<file path="src/rtl/lmd_pkg.sv">
package lmd_pkg;

    typedef enum logic [1:0] {
        RT_NONE    = 2'd0,
        RT_DRAM    = 2'd1,
        RT_DRAM_RO = 2'd2,
        RT_PCI     = 2'd3
    } route_e;

    typedef enum logic [1:0] {
        RG_PLAIN   = 2'd0,
        RG_WINDOW  = 2'd1,
        RG_SEGMENT = 2'd2,
        RG_TOPBIOS = 2'd3
    } region_e;

    localparam logic [1:0] ATTR_RW = 2'd3;
    localparam logic [1:0] ATTR_RO = 2'd1;

    // Two-bit attribute to route; values 0 and 2 both forward to the bus.
    function automatic route_e attr_to_route(input logic [1:0] attr);
        route_e r;
        unique case (attr)
            ATTR_RW: r = RT_DRAM;
            ATTR_RO: r = RT_DRAM_RO;
            default: r = RT_PCI;
        endcase
        return r;
    endfunction

endpackage

</file>
<file path="src/rtl/lmd_cfg_regs.sv">
module lmd_cfg_regs #(
    parameter int unsigned          CFG_AW     = 8,
    parameter int unsigned          ATTR_BYTES = 7,
    parameter logic [CFG_AW-1:0]    ATTR_BASE  = 8'h59,
    parameter logic [CFG_AW-1:0]    SMRAM_OFF  = 8'h72,
    parameter logic [7:0]           SMRAM_RST  = 8'h02
) (
    input  logic                         clk,
    input  logic                         rst_n,
    input  logic                         cfg_we,
    input  logic [CFG_AW-1:0]            cfg_addr,
    input  logic [7:0]                   cfg_wdata,
    output logic [7:0]                   cfg_rdata,
    output logic [ATTR_BYTES-1:0][7:0]   attr_bytes,
    output logic [7:0]                   smram_ctl
);

    logic [ATTR_BYTES-1:0] attr_hit;
    logic                  smram_hit;

    assign smram_hit = (cfg_addr == SMRAM_OFF);

    generate
        for (genvar k = 0; k < ATTR_BYTES; k++) begin : g_attr
            localparam logic [CFG_AW-1:0] OFF = CFG_AW'(ATTR_BASE + CFG_AW'(k));

            assign attr_hit[k] = (cfg_addr == OFF);

            always_ff @(posedge clk) begin
                if (!rst_n) begin
                    attr_bytes[k] <= 8'h00;
                end else if (cfg_we && attr_hit[k]) begin
                    attr_bytes[k] <= cfg_wdata;
                end
            end


            attr_store_chk: assert property (@(posedge clk) disable iff (!rst_n)
                (cfg_we && attr_hit[k]) |=> (attr_bytes[k] == $past(cfg_wdata)));


            attr_hold_chk: assert property (@(posedge clk) disable iff (!rst_n)
                !(cfg_we && attr_hit[k]) |=> $stable(attr_bytes[k]));
        end
    endgenerate

    always_ff @(posedge clk) begin
        if (!rst_n) begin
            smram_ctl <= SMRAM_RST;
        end else if (cfg_we && smram_hit) begin
            smram_ctl <= cfg_wdata;
        end
    end

    always_comb begin
        cfg_rdata = 8'h00;
        for (int k = 0; k < ATTR_BYTES; k++) begin
            if (attr_hit[k]) cfg_rdata = attr_bytes[k];
        end
        if (smram_hit) cfg_rdata = smram_ctl;
    end


    smram_hold_chk: assert property (@(posedge clk) disable iff (!rst_n)
        !(cfg_we && smram_hit) |=> $stable(smram_ctl));


    unmapped_read_chk: assert property (@(posedge clk) disable iff (!rst_n)
        (attr_hit == '0 && !smram_hit) |-> (cfg_rdata == 8'h00));

endmodule

</file>
<file path="src/rtl/lmd_region_decode.sv">
module lmd_region_decode
    import lmd_pkg::*;
#(
    parameter int unsigned   ADDR_W     = 32,
    parameter int unsigned   SEG_COUNT  = 12,
    parameter int unsigned   SEG_SHIFT  = 14,
    parameter logic [ADDR_W-1:0] TOP_OF_MEM = 32'h0800_0000,
    localparam int unsigned  SIDX_W     = $clog2(SEG_COUNT)
) (
    input  logic [ADDR_W-1:0] addr,
    output region_e           region,
    output logic [SIDX_W-1:0] seg_idx,
    output logic              below_tom
);

    localparam logic [ADDR_W-1:0] WIN_BASE = ADDR_W'(32'h000A_0000);
    localparam logic [ADDR_W-1:0] SEG_BASE = ADDR_W'(32'h000C_0000);
    localparam logic [ADDR_W-1:0] SEG_END  = SEG_BASE + ADDR_W'(SEG_COUNT << SEG_SHIFT);
    localparam logic [ADDR_W-1:0] LOW_END  = ADDR_W'(32'h0010_0000);

    logic [ADDR_W-1:0] seg_off;

    assign seg_off   = addr - SEG_BASE;
    assign seg_idx   = SIDX_W'(seg_off >> SEG_SHIFT);
    assign below_tom = (addr < TOP_OF_MEM);

    always_comb begin
        if (addr < WIN_BASE) begin
            region = RG_PLAIN;
        end else if (addr < SEG_BASE) begin
            region = RG_WINDOW;
        end else if (addr < SEG_END) begin
            region = RG_SEGMENT;
        end else if (addr < LOW_END) begin
            region = RG_TOPBIOS;
        end else begin
            region = RG_PLAIN;
        end
    end

endmodule

</file>
<file path="src/rtl/lmd_attr_select.sv">
module lmd_attr_select
    import lmd_pkg::*;
#(
    parameter int unsigned ATTR_BYTES = 7,
    parameter int unsigned SEG_COUNT  = 12,
    localparam int unsigned SIDX_W    = $clog2(SEG_COUNT)
) (
    input  logic                        clk,
    input  logic                        rst_n,
    input  logic [ATTR_BYTES-1:0][7:0]  attr_bytes,
    input  logic [7:0]                  smram_ctl,
    input  logic                        smm_active,
    input  region_e                     region,
    input  logic [SIDX_W-1:0]           seg_idx,
    input  logic                        below_tom,
    input  logic                        acc_write,
    output route_e                      route,
    output logic                        wr_blocked
);

    localparam int unsigned SMRAM_OPEN_BIT  = 6;
    localparam int unsigned SMRAM_SMM_BIT   = 3;
    localparam int unsigned TOPBIOS_LSB     = 4;

    logic [SEG_COUNT-1:0][1:0] seg_attr;
    logic [1:0]                top_attr;
    logic                      window_to_dram;

    // Even segments use the low nibble, odd segments the high nibble.
    generate
        for (genvar i = 0; i < SEG_COUNT; i++) begin : g_seg
            localparam int unsigned BYTE_IX = 1 + (i / 2);
            localparam int unsigned LSB     = 4 * (i % 2);
            assign seg_attr[i] = attr_bytes[BYTE_IX][LSB +: 2];
        end
    endgenerate

    assign top_attr = attr_bytes[0][TOPBIOS_LSB +: 2];

    assign window_to_dram = (smm_active && smram_ctl[SMRAM_SMM_BIT])
                          || smram_ctl[SMRAM_OPEN_BIT];

    always_comb begin
        route = RT_NONE;
        unique case (region)
            RG_PLAIN: begin
                route = below_tom ? RT_DRAM : RT_NONE;
            end
            RG_WINDOW: begin
                route = window_to_dram ? RT_DRAM : RT_PCI;
            end
            RG_SEGMENT: begin
                if (32'(seg_idx) < SEG_COUNT) begin
                    route = attr_to_route(seg_attr[seg_idx]);
                end else begin
                    route = RT_PCI;
                end
            end
            RG_TOPBIOS: begin
                route = attr_to_route(top_attr);
            end
            default: route = RT_NONE;
        endcase
    end

    assign wr_blocked = acc_write && (route == RT_DRAM_RO);


    blocked_is_write_chk: assert property (@(posedge clk) disable iff (!rst_n)
        wr_blocked |-> acc_write);


    ro_only_legacy_chk: assert property (@(posedge clk) disable iff (!rst_n)
        (route == RT_DRAM_RO) |-> (region == RG_SEGMENT || region == RG_TOPBIOS));


    window_open_chk: assert property (@(posedge clk) disable iff (!rst_n)
        (region == RG_WINDOW && smram_ctl[SMRAM_OPEN_BIT]) |-> (route == RT_DRAM));


    window_closed_chk: assert property (@(posedge clk) disable iff (!rst_n)
        (region == RG_WINDOW && !smm_active && !smram_ctl[SMRAM_OPEN_BIT])
            |-> (route == RT_PCI));


    above_tom_chk: assert property (@(posedge clk) disable iff (!rst_n)
        (region == RG_PLAIN && !below_tom) |-> (route == RT_NONE));

endmodule

</file>
<file path="src/rtl/lmd_decoder.sv">
module lmd_decoder
    import lmd_pkg::*;
#(
    parameter int unsigned       ADDR_W     = 32,
    parameter int unsigned       CFG_AW     = 8,
    parameter int unsigned       SEG_COUNT  = 12,
    parameter int unsigned       SEG_SHIFT  = 14,
    parameter logic [ADDR_W-1:0] TOP_OF_MEM = 32'h0800_0000,
    parameter logic [CFG_AW-1:0] ATTR_BASE  = 8'h59,
    parameter logic [CFG_AW-1:0] SMRAM_OFF  = 8'h72,
    parameter logic [7:0]        SMRAM_RST  = 8'h02
) (
    input  logic              clk,
    input  logic              rst_n,
    input  logic              cfg_we,
    input  logic [7:0]        cfg_addr,
    input  logic [7:0]        cfg_wdata,
    output logic [7:0]        cfg_rdata,
    input  logic              smm_active,
    input  logic [31:0]       acc_addr,
    input  logic              acc_write,
    output logic [1:0]        acc_route,
    output logic              acc_wr_blocked
);

    localparam int unsigned ATTR_BYTES = 1 + (SEG_COUNT + 1) / 2;
    localparam int unsigned SIDX_W     = $clog2(SEG_COUNT);

    logic [ATTR_BYTES-1:0][7:0] attr_bytes;
    logic [7:0]                 smram_ctl;
    region_e                    region;
    logic [SIDX_W-1:0]          seg_idx;
    logic                       below_tom;
    route_e                     route;

    lmd_cfg_regs #(
        .CFG_AW     (CFG_AW),
        .ATTR_BYTES (ATTR_BYTES),
        .ATTR_BASE  (ATTR_BASE),
        .SMRAM_OFF  (SMRAM_OFF),
        .SMRAM_RST  (SMRAM_RST)
    ) u_cfg (
        .clk        (clk),
        .rst_n      (rst_n),
        .cfg_we     (cfg_we),
        .cfg_addr   (CFG_AW'(cfg_addr)),
        .cfg_wdata  (cfg_wdata),
        .cfg_rdata  (cfg_rdata),
        .attr_bytes (attr_bytes),
        .smram_ctl  (smram_ctl)
    );

    lmd_region_decode #(
        .ADDR_W     (ADDR_W),
        .SEG_COUNT  (SEG_COUNT),
        .SEG_SHIFT  (SEG_SHIFT),
        .TOP_OF_MEM (TOP_OF_MEM)
    ) u_region (
        .addr       (ADDR_W'(acc_addr)),
        .region     (region),
        .seg_idx    (seg_idx),
        .below_tom  (below_tom)
    );

    lmd_attr_select #(
        .ATTR_BYTES (ATTR_BYTES),
        .SEG_COUNT  (SEG_COUNT)
    ) u_select (
        .clk        (clk),
        .rst_n      (rst_n),
        .attr_bytes (attr_bytes),
        .smram_ctl  (smram_ctl),
        .smm_active (smm_active),
        .region     (region),
        .seg_idx    (seg_idx),
        .below_tom  (below_tom),
        .acc_write  (acc_write),
        .route      (route),
        .wr_blocked (acc_wr_blocked)
    );

    assign acc_route = route;


    reset_route_chk: assert property (@(posedge clk)
        $past(!rst_n) && !rst_n |-> ((region == RG_SEGMENT || region == RG_TOPBIOS)
                                     ? (acc_route == 2'd3) : 1'b1));


    low_dram_chk: assert property (@(posedge clk) disable iff (!rst_n)
        (acc_addr < 32'h000A_0000) |-> (acc_route == 2'd1));

endmodule

</file>
<file path="config.mk">
export PLATFORM = sky130hd
export DESIGN_NAME = lmd_decoder
export DESIGN_NICKNAME = d
export VERILOG_FILES = /design/src/rtl/lmd_pkg.sv /design/src/rtl/lmd_cfg_regs.sv /design/src/rtl/lmd_region_decode.sv /design/src/rtl/lmd_attr_select.sv /design/src/rtl/lmd_decoder.sv
export SDC_FILE = /design/constraint.sdc
export NUM_CORES = 1
export LEC_CHECK = 0
export ABC_AREA = 1
export BUFFER_PORTS_ARGS = -buffer_cell sky130_fd_sc_hd__clkbuf_2
export CAP_MARGIN = 25
export CORE_ASPECT_RATIO = 0.7
export CORE_UTILIZATION = 50
export CTS_CLUSTER_SIZE = 25
export DETAILED_ROUTE_END_ITERATION = 10
export GPL_TIMING_DRIVEN = 0
export PLACE_DENSITY = 0.73
export SLEW_MARGIN = 0
export SYNTH_ARGS = -nofsm -noshare
export SYNTH_HDL_FRONTEND = slang
export SYNTH_HIERARCHICAL = 1
export SYNTH_SLANG_ARGS = --single-unit
</file>
<file path="constraint.sdc">
create_clock -name clk -period 2.35 [get_ports clk]
set_clock_uncertainty 0.1 [all_clocks]
set_input_delay 0.1175 -clock clk [delete_from_list [all_inputs] [get_ports clk]]
set_output_delay 0.1175 -clock clk [all_outputs]
set_load 0.05 [all_outputs]
</file>
* Yosys cells after proc, flatten, opt, wreduce, memory -nomap -nowiden *
Cells that the tools add are included.
Widths: inputs -> output; s select.

operators by class
  $add $sub $neg = 1
  magnitude comparators = 7
  equal/unequal tests = 16
  multiplexer cells = 20
  reductions and logical operators = 12

operator list
  operator               number
  $lt 32x20->1 const B   3
  $eq 8x7->1 const B     8
  $mux 8                 8
  $lt 32x21->1 const B   1
  $lt 32x28->1 const B   1
  $sub 18x1->18 const B  1
  $mux 2                 7
  $eq 2x2->1 const B     5
  $logic_and 1x1->1      10
  $bmux 2 s4             1
  $pmux 2 s2             2
  $pmux 2 s4             1
  $eq 2x1->1 const B     3
  $lt 4x5->1 const B     1
  $lt 4x4->1 const B     1
  $logic_not 2->1        1
  $logic_or 1x1->1       1
  $mux 1                 1

word-level totals
  flip-flop bits (word level) = 64
  input bits = 53
  output and inout port bits = 11
  logic and storage cells = 64

* Depth between registers and ports, before layout *
  depth in word-level cells = 9
  gate-level depth with buffers = 13
  mapped depth without buffers = 12

* Hierarchy *
The synthesis kept the hierarchy.

modules (own cells, without submodules)
  module             times used  cells an instance  area an instance (um^2)  seq. area each (um^2)
  lmd_cfg_regs       1           414                2,935.3                  1,281.2
  lmd_attr_select    1           84                 377.9                    0.0
  lmd_region_decode  1           21                 100.1                    0.0

* Worst setup path before layout *
No wires, ideal clock.

  path type = input to output
  start point = input acc_addr[15]
  end point = output acc_wr_blocked
  data arrival time = 1.586 ns
  required time = 2.132 ns
  path slack = 0.547 ns
  stages = 11
  path buffers = 2
  path through = buf_4 buf_2 inv_1 o21ai_0 o22ai_1 nand2_1 nand2_1 nand2_1 nand2_2 nand3_2 nor2_1

between the ends
  word-level cells in the longest chain between the ends = 9
  elaborated cells on any way between the ends = 25
  classes of those cells = 1 x add/sub; 6 x order compare; 6 x eq/ne; 10 x mux; 2 x reduce/logical

RTL lines
  item                                                  line                                              text
  start, declared                                       lmd_decoder.sv:20                                 input logic [31:0] acc_addr,
  $sub 18x1->18 / $lt 32x21->1 (equally long branches)  lmd_region_decode.sv:23, lmd_region_decode.sv:34
  $bmux 2 s4 / $mux 2 (equally long branches)           lmd_attr_select.sv:54, lmd_region_decode.sv:34
  $mux 2 (on tied branches)                             lmd_attr_select.sv:54, lmd_region_decode.sv:32
  $eq 2x1->1, or another cell as far along              lmd_pkg.sv:23                                     unique case (attr)
  $pmux 2 s2 / $mux 2 (equally long branches)           lmd_pkg.sv:23, lmd_region_decode.sv:28
  $mux 2, or another cell as far along                  lmd_attr_select.sv:53                             if (32'(seg_idx) < SEG_COUNT) begin
  $pmux 2 s4 (*)                                        lmd_attr_select.sv:45                             unique case (region)
  $eq 2x2->1 (*)                                        lmd_attr_select.sv:66                             assign wr_blocked = acc_write && (route == RT_DRAM_RO);
  $logic_and 1x1->1 (*)                                 lmd_attr_select.sv:66
  end, declared                                         lmd_decoder.sv:23                                 output logic acc_wr_blocked

Mark *: on every way between the ends. The rest lies on a longest branch, timed or not. The select of a mux whose other input is x is not followed.

* Worst setup path after layout *
  start point = input cfg_addr[5]
  end point = output cfg_rdata[5]

between the ends
  word-level cells in the longest chain between the ends = 9
  elaborated cells on any way between the ends = 16
  classes of those cells = 8 x eq/ne; 8 x mux

RTL lines
  item                  line                text
  start, declared       lmd_decoder.sv:16   input logic [7:0] cfg_addr,
  $eq 8x7->1            lmd_cfg_regs.sv:27  assign attr_hit[k] = (cfg_addr == OFF);
  $mux 8 (7 in series)  lmd_cfg_regs.sv:58  if (attr_hit[k]) cfg_rdata = attr_bytes[k];
  $mux 8 (*)            lmd_cfg_regs.sv:60  if (smram_hit) cfg_rdata = smram_ctl;
  end, declared         lmd_decoder.sv:18   output logic [7:0] cfg_rdata,

Mark *: on every way between the ends. The rest lies on a longest branch, timed or not.

==> flow_metrics.env <==
export IMPL_synth_warnings=6
export IMPL_syn_inst=519
export IMPL_maxCapViolations=0
export IMPL_synth_xor_area_share_pct=0
export IMPL_setup_slack_ps=321
export IMPL_cts_tree="built"
export IMPL_track_usage_pct=29.0
export IMPL_clkPwrFrac_pct=39.3
export IMPL_p_sw_mw=0.549
export IMPL_yosysMostFrequentCell="inv_1"
export IMPL_die_w_um=101
export IMPL_p_sw_share_pct=26.1
export IMPL_fin_util_pct=61.3
export IMPL_io_pins=64
export IMPL_clock_latency_ps=340
export IMPL_ir_drop_mv=0.310
export IMPL_antenna_found_initial=0
export IMPL_diodes=0
export IMPL_hold_viol=0
export IMPL_cts_setup_buffers=0
export IMPL_die_area_um2=7170
export IMPL_drc_errors=0
export IMPL_synth_cell_types=29
export IMPL_drive_gt1_share_pct=15.5
export IMPL_gr_total_overflow=0
export IMPL_synth_mux_area_share_pct=0
export IMPL_crit_path_max_fanout=10
export IMPL_dieHeight_um=71.1
export IMPL_area_growth_pct=14.9
export IMPL_setup_violations=0
export IMPL_dr_pass1_iters=5
export IMPL_hold_path_class="input pin to flop"
export IMPL_fill_cells=629
export IMPL_cpLargestDelayFamily="buffers and inverters"
export IMPL_netlist_top_cells_area="dfxtp_1 (38%), o21ai_0 (8.5%), inv_1 (8.4%)"
export IMPL_arrival_ps=1810
export IMPL_drv_slew=0
export IMPL_path_buf_inv=4
export IMPL_slowest_stage="buf_1"
export IMPL_fmax_mhz=493
export IMPL_rows=24
export IMPL_synthesis_area_um2=3410
export IMPL_synth_top_family_by_area="simple AND/OR/NAND/NOR gates"
export IMPL_synth_simple_area_share_pct=32.6
export IMPL_cp_data_required_time_ps=2130
export IMPL_synth_common_cells="inv_1 (76), nand2_1 (74), dfxtp_1 (64)"
export IMPL_power_frac_seq_pct=51.8
export IMPL_worst_setup_path_type="input pin to output pin"
export IMPL_viasPerCell=5.44
export IMPL_p_int_mw=1.55
export IMPL_yosys_area_share_adder_pct=0
export IMPL_worstSetupPathDepth=10
export IMPL_layout_min_cycle_time_ps=2030
export IMPL_synth_top_area_cell="dfxtp_1"
export IMPL_antenna_left=0
export IMPL_synth_edff_count=0
export IMPL_cts_buffer_depth=2
export IMPL_synth_top_area_share_pct=37.5
export IMPL_power_total_mw=2.10
export IMPL_wl_um=9900
export IMPL_grt_pass1_wl_um=16100
export IMPL_startpoint_type="input pin"
export IMPL_dp_hpwl_um=7330
export IMPL_syn_nets=572
export IMPL_cts_sinks=64
export IMPL_grt_pass1_vias=3290
export IMPL_slowest_delay_ps=410
export IMPL_pre_cts_slack_ps=403
export IMPL_syn_avg_cell_area_um2=6.58
export IMPL_synthArstFlopShare_pct=0
export IMPL_tightest_slew_ps=602
export IMPL_drt_iter0_markers=413
export IMPL_combinationalPowerShare_pct=8.9
export IMPL_portBuffers=46
export IMPL_cts_resized=0
export IMPL_hold_ws_ps=34.4
export IMPL_powerDensity_nw_per_um2=536
export IMPL_ys_seq_area_share_pct=37.5
export IMPL_period_share_pct=86.3
export IMPL_final_nets=629
export IMPL_vias=3657
export IMPL_synth_flop_cell="dfxtp_1"
export IMPL_cts_reportedPaths_clkPinSlew_ps=70
export IMPL_status="finished, final reports clean"
export IMPL_slew_headroom_pct=59.7
export IMPL_synth_compound_area_share_pct=17.3
export IMPL_place_congestion=0.876
export IMPL_grt_start_max_net_pins=11
export IMPL_htree_levels=3
export IMPL_cts_root_buf="clkbuf_8"
export IMPL_crit_chain="clkbuf_2, inv_1, nand2_2, nor2_8, buf_1, nand3_1, nand4_1, nor2_1, nand4_1, clkbuf_2"
export IMPL_grt_setup_unrepaired="false"
export IMPL_postCtsHoldBufs=0
export IMPL_power_leakage_nw=1.57
export IMPL_worstHoldPathCells=2
export IMPL_yosys_register_bits=64
export IMPL_cts_buffers=9
export IMPL_core_area_um2=6400
export IMPL_fin_tns_setup_ps=0
export IMPL_reg2reg_depth=2
export IMPL_start_util_pct=53.4
export IMPL_wl_per_cell_um=14.7
export IMPL_end_kind="output pin"
final timing paths:
check	from	endpoint	slack, ps
max	cfg_addr[5]	cfg_rdata[5]	320
min	rst_n	u_cfg/smram_ctl[1]	30
max reg2reg	u_cfg/attr_bytes[34]	u_cfg/attr_bytes[34]	1560
min reg2reg	u_cfg/attr_bytes[30]	u_cfg/attr_bytes[30]	350
power groups by stage:
stage	combinational, mW	sequential (mW)	clock [mW]
2_1_floorplan	0.103	1.11	0
3_3_place_gp	0.177	1.11	0
3_5_place_dp	0.182	1.11	0
4_1_cts	0.183	1.09	0.839
5_1_grt	0.206	1.09	0.894
6_report	0.188	1.09	0.825
layout by cell type, fill, tap and decap left out, types with 2 or more instances in the layout:
cell      synthesis  layout
a21oi_1          51      51
buf_1             2       2
buf_2             5       5
buf_4             4       4
buf_6             3       3
clkbuf_1          9      11
clkbuf_2          0      46
clkbuf_8          0      10
clkinv_2          0       4
dfxtp_1          64      64
inv_1            76      76
inv_2             2       2
nand2_1          74      74
nand2_2           5       5
nand3_1          54      54
nand3_2           2       2
nand4_1          18      18
nor2_1           62      62
nor2_4            4       4
nor3_1           13      13
o21ai_0          58      58
o21ai_1           3       3
final cells by class:
class	count	area [um2]	area share [%]
Multi-Input combinational cell	353	1710	43.5
Sequential cell	64	1280	32.7
Inverter	79	297	7.56
Timing Repair Buffer	46	230	5.87
Clock buffer	12	145	3.70
Buffer	23	130	3.32
Tap cell	91	114	2.90
Clock inverter	4	20.0	0.510
state kept, by name (all words and copies together) (netlist names):
| register | count |
|---|---|
| u_cfg/attr_bytes | 56 |
| u_cfg/smram_ctl | 8 |
cell families after synthesis:
kind of cell    after synthesis
flops                        64
buf+inv                     102
simple gates                237
compound gates              116
stage by stage:
step	std cells	area, um2
5_1_grt	672	3920
2_1_floorplan	519	3410
3_3_place_gp	656	3760
4_1_cts	672	3920
6_report	672	3920
3_5_place_dp	656	3760
routing by layer:
layer / routed length, um / track usage [%] / part of all wire [%] / up-vias
li1: - / - / - / 1810
met1: 4530 / 43.0 / 46 / 1654
met2: 4200 / 42.0 / 42 / 185
met3: 1100 / 5.93 / 11 / 8
met4: 77 / 9.02 / 0.78 / 0
met5: 0 / 0 / 0 / -
Power figures use the tool's default switching activity.
